<file path="config.mk">
export PLATFORM = sky130hd
export DESIGN_NAME = ccc_channel
export DESIGN_NICKNAME = d
export VERILOG_FILES = /design/src/rtl/ccc_pkg.sv /design/src/rtl/ccc_mode_ctl.sv /design/src/rtl/ccc_capture.sv /design/src/rtl/ccc_compare.sv /design/src/rtl/ccc_channel.sv
export SDC_FILE = /design/constraint.sdc
export NUM_CORES = 1
export LEC_CHECK = 0
export BUFFER_PORTS_ARGS = -buffer_cell sky130_fd_sc_hd__buf_2
export CAP_MARGIN = 20
export CORE_ASPECT_RATIO = 1.25
export CORE_MARGIN = 3
export CORE_UTILIZATION = 35
export DETAILED_ROUTE_END_ITERATION = 12
export GPL_TIMING_DRIVEN = 0
export PLACE_DENSITY = 0.63
export SETUP_SLACK_MARGIN = 0.3
export SLEW_MARGIN = 20
export SYNTH_ARGS = -nofsm -noshare
export SYNTH_HDL_FRONTEND = slang
export SYNTH_SLANG_ARGS = --single-unit
</file>
<file path="constraint.sdc">
create_clock -name clk -period 2.21 [get_ports clk]
set_input_delay 0.1105 -clock clk [delete_from_list [all_inputs] [get_ports clk]]
set_output_delay 0.1105 -clock clk [all_outputs]
set_load 0.1 [all_outputs]
</file>
<file path="src/rtl/ccc_pkg.sv">
package ccc_pkg;
  localparam int CTRL_W  = 5;
  localparam int SEL_LSB = 0;
  localparam int MODE_LSB = 2;
  localparam int IEN_BIT = 4;

  localparam logic [1:0] ADDR_CTRL = 2'd0;
  localparam logic [1:0] ADDR_VAL  = 2'd1;
  localparam logic [1:0] ADDR_FLAG = 2'd2;

  typedef enum logic [3:0] {
    FN_OFF,
    FN_CMP_ONLY,
    FN_TOGGLE,
    FN_CLEAR,
    FN_SET,
    FN_PULSE_HI,
    FN_PULSE_LO,
    FN_CAP_RISE,
    FN_CAP_FALL,
    FN_CAP_BOTH
  } ccc_fn_e;

  function automatic ccc_fn_e ccc_decode(input logic [1:0] mode, input logic [1:0] sel);
    ccc_fn_e f;
    f = FN_OFF;
    case (mode)
      2'b00: begin
        case (sel)
          2'b01:   f = FN_CAP_RISE;
          2'b10:   f = FN_CAP_FALL;
          2'b11:   f = FN_CAP_BOTH;
          default: f = FN_OFF;
        endcase
      end
      2'b01: begin
        case (sel)
          2'b00:   f = FN_CMP_ONLY;
          2'b01:   f = FN_TOGGLE;
          2'b10:   f = FN_CLEAR;
          default: f = FN_SET;
        endcase
      end
      2'b11: begin
        case (sel)
          2'b01:   f = FN_PULSE_HI;
          2'b10:   f = FN_PULSE_LO;
          default: f = FN_OFF;
        endcase
      end
      default: f = FN_OFF;
    endcase
    return f;
  endfunction

  function automatic logic ccc_is_compare(input ccc_fn_e f);
    return (f == FN_CMP_ONLY) || (f == FN_TOGGLE) || (f == FN_CLEAR) ||
           (f == FN_SET) || (f == FN_PULSE_HI) || (f == FN_PULSE_LO);
  endfunction

  function automatic logic ccc_is_capture(input ccc_fn_e f);
    return (f == FN_CAP_RISE) || (f == FN_CAP_FALL) || (f == FN_CAP_BOTH);
  endfunction
endpackage

</file>
<file path="src/rtl/ccc_mode_ctl.sv">
module ccc_mode_ctl
  import ccc_pkg::*;
#(
  parameter int ACK_LAT = 2
) (
  input  logic              clk,
  input  logic              rst,
  input  logic              wr_ctrl,
  input  logic [CTRL_W-1:0] wr_word,
  output logic [CTRL_W-1:0] ctrl_act,
  output ccc_fn_e           fn,
  output logic              ien,
  output logic              apply
);
  localparam int LW = $clog2(ACK_LAT + 1) + 1;

  logic [CTRL_W-1:0] req_q;
  logic [CTRL_W-1:0] act_q;
  logic [LW-1:0]     wait_q;
  logic              apply_q;

  // Requested word waits ACK_LAT clocks before it becomes the active one.
  always_ff @(posedge clk) begin
    if (rst) begin
      req_q   <= '0;
      act_q   <= '0;
      wait_q  <= '0;
      apply_q <= 1'b0;
    end else begin
      apply_q <= 1'b0;
      if (wr_ctrl) begin
        req_q  <= wr_word;
        wait_q <= LW'(ACK_LAT);
      end else if (wait_q != '0) begin
        wait_q <= wait_q - 1'b1;
        if (wait_q == LW'(1)) begin
          act_q   <= req_q;
          apply_q <= 1'b1;
        end
      end
    end
  end

  assign ctrl_act = act_q;
  assign fn       = ccc_decode(act_q[MODE_LSB +: 2], act_q[SEL_LSB +: 2]);
  assign ien      = act_q[IEN_BIT];
  assign apply    = apply_q;
endmodule

</file>
<file path="src/rtl/ccc_capture.sv">
module ccc_capture
  import ccc_pkg::*;
#(
  parameter int SYNC_STAGES = 2
) (
  input  logic    clk,
  input  logic    rst,
  input  logic    pin_in,
  input  ccc_fn_e fn,
  output logic    cap_evt
);
  logic [SYNC_STAGES-1:0] sync_q;
  logic                   prev_q;
  logic                   now_lvl;
  logic                   rise;
  logic                   fall;

  always_ff @(posedge clk) begin
    if (rst) begin
      sync_q <= '0;
      prev_q <= 1'b0;
    end else begin
      sync_q <= {sync_q[SYNC_STAGES-2:0], pin_in};
      prev_q <= sync_q[SYNC_STAGES-1];
    end
  end

  assign now_lvl = sync_q[SYNC_STAGES-1];
  assign rise    = now_lvl & ~prev_q;
  assign fall    = ~now_lvl & prev_q;

  always_comb begin
    case (fn)
      FN_CAP_RISE: cap_evt = rise;
      FN_CAP_FALL: cap_evt = fall;
      FN_CAP_BOTH: cap_evt = rise | fall;
      default:     cap_evt = 1'b0;
    endcase
  end
endmodule

</file>
<file path="src/rtl/ccc_compare.sv">
module ccc_compare
  import ccc_pkg::*;
#(
  parameter int CW = 16
) (
  input  logic          clk,
  input  logic          rst,
  input  logic [CW-1:0] cnt_val,
  input  logic          cnt_tick,
  input  logic [CW-1:0] cmp_val,
  input  ccc_fn_e       fn,
  input  logic          apply,
  output logic          match_evt,
  output logic          pin_out
);
  logic pin_q;
  logic pulse_q;

  assign match_evt = cnt_tick & (cnt_val == cmp_val) & ccc_is_compare(fn);

  always_ff @(posedge clk) begin
    if (rst) begin
      pin_q   <= 1'b0;
      pulse_q <= 1'b0;
    end else if (apply) begin
      pulse_q <= 1'b0;
      case (fn)
        FN_PULSE_HI: pin_q <= 1'b0;
        FN_PULSE_LO: pin_q <= 1'b1;
        FN_OFF:      pin_q <= 1'b0;
        default:     pin_q <= pin_q;
      endcase
    end else if (match_evt) begin
      case (fn)
        FN_TOGGLE:   pin_q <= ~pin_q;
        FN_CLEAR:    pin_q <= 1'b0;
        FN_SET:      pin_q <= 1'b1;
        FN_PULSE_HI: begin pin_q <= 1'b1; pulse_q <= 1'b1; end
        FN_PULSE_LO: begin pin_q <= 1'b0; pulse_q <= 1'b1; end
        default:     pin_q <= pin_q;
      endcase
    end else if (pulse_q && cnt_tick) begin
      pin_q   <= (fn == FN_PULSE_LO);
      pulse_q <= 1'b0;
    end
  end

  assign pin_out = pin_q;
endmodule

</file>
<file path="src/rtl/ccc_channel.sv">
module ccc_channel
  import ccc_pkg::*;
#(
  parameter int CW          = 16,
  parameter int ACK_LAT     = 2,
  parameter int SYNC_STAGES = 2
) (
  input  logic              clk,
  input  logic              rst,
  input  logic [CW-1:0]     cnt_val,
  input  logic              cnt_tick,
  input  logic              wr_en,
  input  logic [1:0]        wr_addr,
  input  logic [CW-1:0]     wr_data,
  input  logic              cap_pin,
  output logic              cmp_pin,
  output logic [CTRL_W-1:0] ctrl_rd,
  output logic [CW-1:0]     value_rd,
  output logic              flag,
  output logic              irq
);
  ccc_fn_e       fn;
  logic          ien;
  logic          apply;
  logic          match_evt;
  logic          cap_evt;
  logic [CW-1:0] value_q;
  logic          flag_q;
  logic          wr_ctrl;
  logic          wr_val;
  logic          wr_clr;

  assign wr_ctrl = wr_en && (wr_addr == ADDR_CTRL);
  assign wr_val  = wr_en && (wr_addr == ADDR_VAL);
  assign wr_clr  = wr_en && (wr_addr == ADDR_FLAG) && wr_data[0];

  ccc_mode_ctl #(.ACK_LAT(ACK_LAT)) u_mode (
    .clk      (clk),
    .rst      (rst),
    .wr_ctrl  (wr_ctrl),
    .wr_word  (wr_data[CTRL_W-1:0]),
    .ctrl_act (ctrl_rd),
    .fn       (fn),
    .ien      (ien),
    .apply    (apply)
  );

  ccc_capture #(.SYNC_STAGES(SYNC_STAGES)) u_cap (
    .clk     (clk),
    .rst     (rst),
    .pin_in  (cap_pin),
    .fn      (fn),
    .cap_evt (cap_evt)
  );

  ccc_compare #(.CW(CW)) u_cmp (
    .clk       (clk),
    .rst       (rst),
    .cnt_val   (cnt_val),
    .cnt_tick  (cnt_tick),
    .cmp_val   (value_q),
    .fn        (fn),
    .apply     (apply),
    .match_evt (match_evt),
    .pin_out   (cmp_pin)
  );

  always_ff @(posedge clk) begin
    if (rst) begin
      value_q <= '0;
    end else if (cap_evt) begin
      value_q <= cnt_val;
    end else if (wr_val && !ccc_is_capture(fn)) begin
      value_q <= wr_data;
    end
  end

  always_ff @(posedge clk) begin
    if (rst) begin
      flag_q <= 1'b0;
    end else if (match_evt || cap_evt) begin
      flag_q <= 1'b1;
    end else if (wr_clr) begin
      flag_q <= 1'b0;
    end
  end

  assign value_rd = value_q;
  assign flag     = flag_q;
  assign irq      = flag_q & ien;
endmodule

</file>
# --- Yosys cells after proc, flatten, opt, wreduce, memory -nomap -nowiden ---
# Cells that the tools add are included.
totals:
  elab_cells: 99
  in_bits: 39
  ff_bits: 36
classes:
  n_reduce_logical: 35
  bitwise_logic: 11
  n_addsub: 1
  n_mux: 20
  n_eq_ne: 21
op_table:
  columns: ["operator", "count"]
  rows:
  - ["$mux W16", 2]
  - ["$pmux W4 S3", 2]
  - ["$eq A16 B16 Y1", 1]
  - ["$eq A4 B3 Y1 const B", 4]
  - ["$reduce_or A2 Y1", 6]
  - ["$mux W1", 9]
  - ["$pmux W3 S3", 1]
  - ["$eq A2 B2 Y1 const B", 4]
  - ["$eq A4 B2 Y1 const B", 2]
  - ["$eq A4 B4 Y1 const B", 2]
  - ["$logic_or A1 B1 Y1", 8]
  - ["$reduce_bool A2 Y1", 4]
  - ["$eq A2 B1 Y1 const B", 3]
  - ["$logic_and A1 B1 Y1", 6]
  - ["$logic_not A2 Y1", 3]
  - ["$pmux W1 S3", 2]
  - ["$pmux W3 S2", 1]
  - ["$reduce_and A3 Y1", 2]
  - ["$reduce_bool A3 Y1", 2]
  - ["$and A1 B1 Y1", 5]
  - ["$ne A5 B3 Y1 const B", 1]
  - ["$not A1 Y1", 5]
  - ["$eq A4 B1 Y1 const B", 1]
  - ["$logic_not A4 Y1", 1]
  - ["other kinds (10)", 11]

# --- Logic depth before layout (Yosys ltp) ---
depth:
  word_depth: 12
  ltp_mapped: 10

# --- Hierarchy ---
# A second synthesis with hierarchy kept.
hier_totals:
  cells_unflattened: 251
  area_unflattened_um2: 2419.8
by_module_without_submodules:
  columns: ["mod", "cells_each", "instances", "area_each_um2"]
  rows:
  - ["ccc_channel", 107, 1, 1118.6]
  - ["ccc_mode_ctl", 66, 1, 664.4]
  - ["ccc_compare", 62, 1, 489.2]
  - ["ccc_capture", 16, 1, 147.6]

# --- Least setup slack after synthesis ---
# OpenSTA, ideal clock, no wires.
synth_timing:
  kind: "register to register"
  startpoint: "reg u_mode.act_q[0] (netlist: u_mode.ctrl_act[0])"
  endpoint: "reg value_q[12] (netlist: value_rd[12])"
  period_less_slack_ns: 2.999
  required_time_ns: 2.140
  slack_ns: -0.789
  stages_incl_launch_ff: 10
  t_arrival_ns: 2.928
  path_cell_list: "dfxtp_1 inv_1 ha_1 mux2i_1 o21ai_2 a41oi_1 mux2i_4 buf_6 or3b_1 a21oi_1"
synth_via:
  elab_chain_len: 9
  word_cells_on_any_way: 18
synth_rtl:
  columns: ["item", "line", "rtl"]
  rows:
  - ["start, declared", "ccc_mode_ctl.sv:18", "logic [CTRL_W-1:0] act_q;"]
  - ["start signal, assigned", "ccc_mode_ctl.sv:37", "act_q <= req_q;"]
  - ["$eq A2 B2 Y1, or another cell as far along", "ccc_pkg.sv:29, ccc_pkg.sv:37, ccc_pkg.sv:45", null]
  - ["$pmux W3 S3, or another cell as far along", "ccc_pkg.sv:37", "case (sel)"]
  - ["$pmux W4 S3 (*)", "ccc_pkg.sv:27", "case (mode)"]
  - ["$eq A4 B3 Y1 / $eq A4 B4 Y1 (equally long branches)", "ccc_pkg.sv:62, ccc_capture.sv:33", null]
  - ["$logic_or A1 B1 Y1 (2 in series)", "ccc_pkg.sv:62", "return (f == FN_CAP_RISE) || (f == FN_CAP_FALL) || (f == FN_CAP_BOTH);"]
  - ["$logic_not A1 Y1", "ccc_channel.sv:73", "end else if (wr_val && !ccc_is_capture(fn)) begin"]
  - ["$logic_and A1 B1 Y1", "ccc_channel.sv:73", null]
  - ["$reduce_bool A2 Y1 (no line)", null, null]
  - ["end signal, assigned", "ccc_channel.sv:72", "value_q <= cnt_val;"]
  - ["end signal, assigned", "ccc_channel.sv:74", "value_q <= wr_data;"]
  - ["end, declared", "ccc_channel.sv:27", "logic [CW-1:0] value_q;"]
# Mark *: on every way between the ends. The rest lies on a longest branch, timed or not.
# A chain may end at the register's enable or synchronous reset.

# --- Worst setup path in the final report ---
layout_timing:
  startpoint: "reg u_mode.act_q[1] (netlist: u_mode.ctrl_act[1])"
  endpoint: "reg value_q[13] (netlist: value_rd[13])"
# Same word-level chain as after synthesis.

==> qor.yml <==
status: "finished, final reports clean"
critPathCapture: "value_rd[13]"
portBuffers: 61
die_x_um: 76.4
placed_cells: 380
fin_skew_ps: 6.22
yosys_most_used_dff: "dfxtp_1"
viasPerCell: 5.21
grt_pass1_vias: 2085
worstPathRequired_ps: 2430
setup_viol: 0
async_reset_ff_frac: 0
cts_buffers: 5
synth_cells: 237
vias: 2119
grt_pass1_wl_mm: 10.1
startpoint: "u_mode.ctrl_act[1]"
io_pins: 63
whs_ps: 23.3
leakage_nw: 1.23
clock_path_buffers: 2
gr-total-overflow: 0
core_mm2: 0.00590
critPathLaunchType: "flip-flop"
period_share: 0.994
r2r_start: "u_mode.ctrl_act[1]"
worst_pin_slew_ps: 937
final_util: 0.529
synth_seq_cells: 36
grt_use_total: 0.176
routed_wl_mm: 6.30
synth_area_per_cell_um2: 9.14
htree_levels: 2
cts_root_buffer: "clkbuf_8"
area_delta_synth_final_pct: 44.0
r2r_end: "value_rd[13]"
fin_cells: 407
cts_tree: "built"
layout_min_cycle_time_ps: 2200
finalNetCount: 372
critPathKind: "reg -> reg"
clkSlewWorstSetupHoldPaths_ps: 80
drv_cap: 0
wl_per_cell_um: 15.5
cp_max_fo: 5
ir_worst_vdd_mv: 0.336
yosys.area.top_type_share: 0.333
synth-edff-count: 0
die_height_um: 94.0
drive_gt1_frac: 0.455
yosysWarnings: 0
fillers: 570
stdcell_area_mm2: 0.00312
hpwl_mm: 4.47
yosysSeqAreaShare: 0.333
r2r_slack_ps: 10
reg2reg_depth: 9
initial_core_util: 0.367
n_antenna_cell: 0
drc_errors: 0
clock_sink_count: 36
die_area_mm2: 0.00717
fmax_ghz: 0.455
rsz0062_at_grt: "true"
slew_viol_final: 0
gp_congestion: 0.843
cp-end-kind: "flip-flop"
synth.cell_area_mm2: 0.00217
clock_latency_ps: 290
synth.area.top_cells: "dfxtp_1 (33%), xnor2_1 (6.9%), or3b_1 (6.5%)"
core.rowCount: 31
synth_nets: 285
power.density_mw_per_mm2: 566
antenna_found_initial: 0
drt_first_pass_iters: 4
grt_max_degree: 13
min_path_type: "in -> reg"
cp.arrival_ps: 2420
yosysUniqueCellTypes: 52
hp-start: "cnt_tick"
slew_headroom: 0.373
drtIter0Drc: 77
placed_area_mm2: 0.00265
yosysTopAreaCell: "dfxtp_1"
hold_violations: 0
postRouteAntennaNets: 0
-- Yosys cell counts, types with 2 or more instances --
cell / count
ha_1: 9
nand4_1: 3
nand2_1: 11
buf_4: 2
a31oi_1: 2
dfxtp_1: 36
nor2b_1: 3
clkbuf_1: 4
mux2i_4: 2
inv_1: 7
a21oi_1: 19
or3b_2: 2
nor3_1: 6
xnor2_1: 17
buf_6: 5
nand3_1: 5
nor2_1: 21
buf_2: 2
a22oi_1: 17
mux2i_1: 12
or3b_1: 16
o21ai_0: 4
o211ai_1: 3
-- cell families (layout without fill, tap and decap cells) --
family,Yosys count,after routing,synth area share
fa+ha+maj,9,9,0.0520
compound gates,60,60,0.192
xor+xnor,18,18,0.0728
buf+inv,21,108,0.0583
simple gates,79,79,0.216
flops,36,36,0.333
mux,14,15,0.0763
-- report_power, final --
part	switching, mW	internal, mW	leakage [nW]
clock	0.250	0.335	0.0585
combinational	0.267	0.194	0.878
sequential	0.0319	0.688	0.297
-- routing by layer --
metal	wire length, um	up-vias	track usage
met5	0	-	0
met3	250	11	0.0288
met4	148	0	0.0801
li1	-	1034	-
met1	2530	1020	0.203
met2	3370	54	0.317
-- area by class of cell --
cell class,count,area (um^2),share of cell area
timing repair buffer,79,452,0.145
sequential,36,737,0.236
clock inverter,3,41.3,0.0132
buffer,14,119,0.0381
tap,82,103,0.0329
clock buffer,5,68.8,0.0221
multi-input combinational,181,1570,0.502
inverter,7,33.8,0.0108
-- flip-flops by register name, summed over array words and instances, names as in the netlist --
register         cells
u_mode.apply         1
u_mode.ctrl_act      5
u_cmp.pin_out        1
u_cap.sync_q         2
u_mode.wait_q        3
u_mode.req_q         5
flag                 1
value_rd            16
u_cmp.pulse_q        1
u_cap.prev_q         1
-- worst min path at each step --
stage | end | slack [ps] | cells after the start
floorplan | u_cmp.pulse_q | 220 | 1
global placement | u_cap.sync_q[0] | 320 | 2
detailed placement | u_cap.sync_q[0] | 330 | 2
CTS | u_cmp.pulse_q | 20 | 2
global route | u_cap.sync_q[0] | 30 | 2
finish | u_cmp.pulse_q | 20 | 2
-- worst max-delay path, cell delays in order (launching register included) --
cell and delay, ps:
dfxtp_4 420, inv_6 60, ha_4 170, or2_4 230
a221oi_2 260, a21o_4 190, mux2i_4 130, buf_6 170
or3b_1 360, a21oi_1 140
-- what timing repair did --
item                       4_1_cts  5_1_grt
buffers inserted                11        4
cloned                           4        0
setup endpoints to repair       24       19
gates resized for setup         34        9
pin swaps                       30       20
hold buffers                     0        0
-- cells in the final DEF (no fill, tap or decap), drive strengths merged, types with 3 or more instances in the layout --
cell type and n:
buf 89, dfxtp 36, nor2 22, a21oi 19, or3b 18, xnor2 17
a22oi 17, mux2i 15, nand2 11, clkbuf 9, ha 9, inv 8
nor3 7, o21ai 6, nand3 6, nor2b 3, nand4 3, o211ai 3
-- metrics by stage --
stage          setup TNS [ps]  setup slack [ps]  power [mW]
6_report                    0              14.2        1.77
5_1_grt                  -903             -76.3        1.86
4_1_cts                     0              41.7        1.77
3_5_place_dp             -399             -48.8        1.14
3_3_place_gp             -164             -30.5        1.13
2_1_floorplan            -382             -29.9        1.04
No activity file was read; power rests on OpenSTA's default activity.
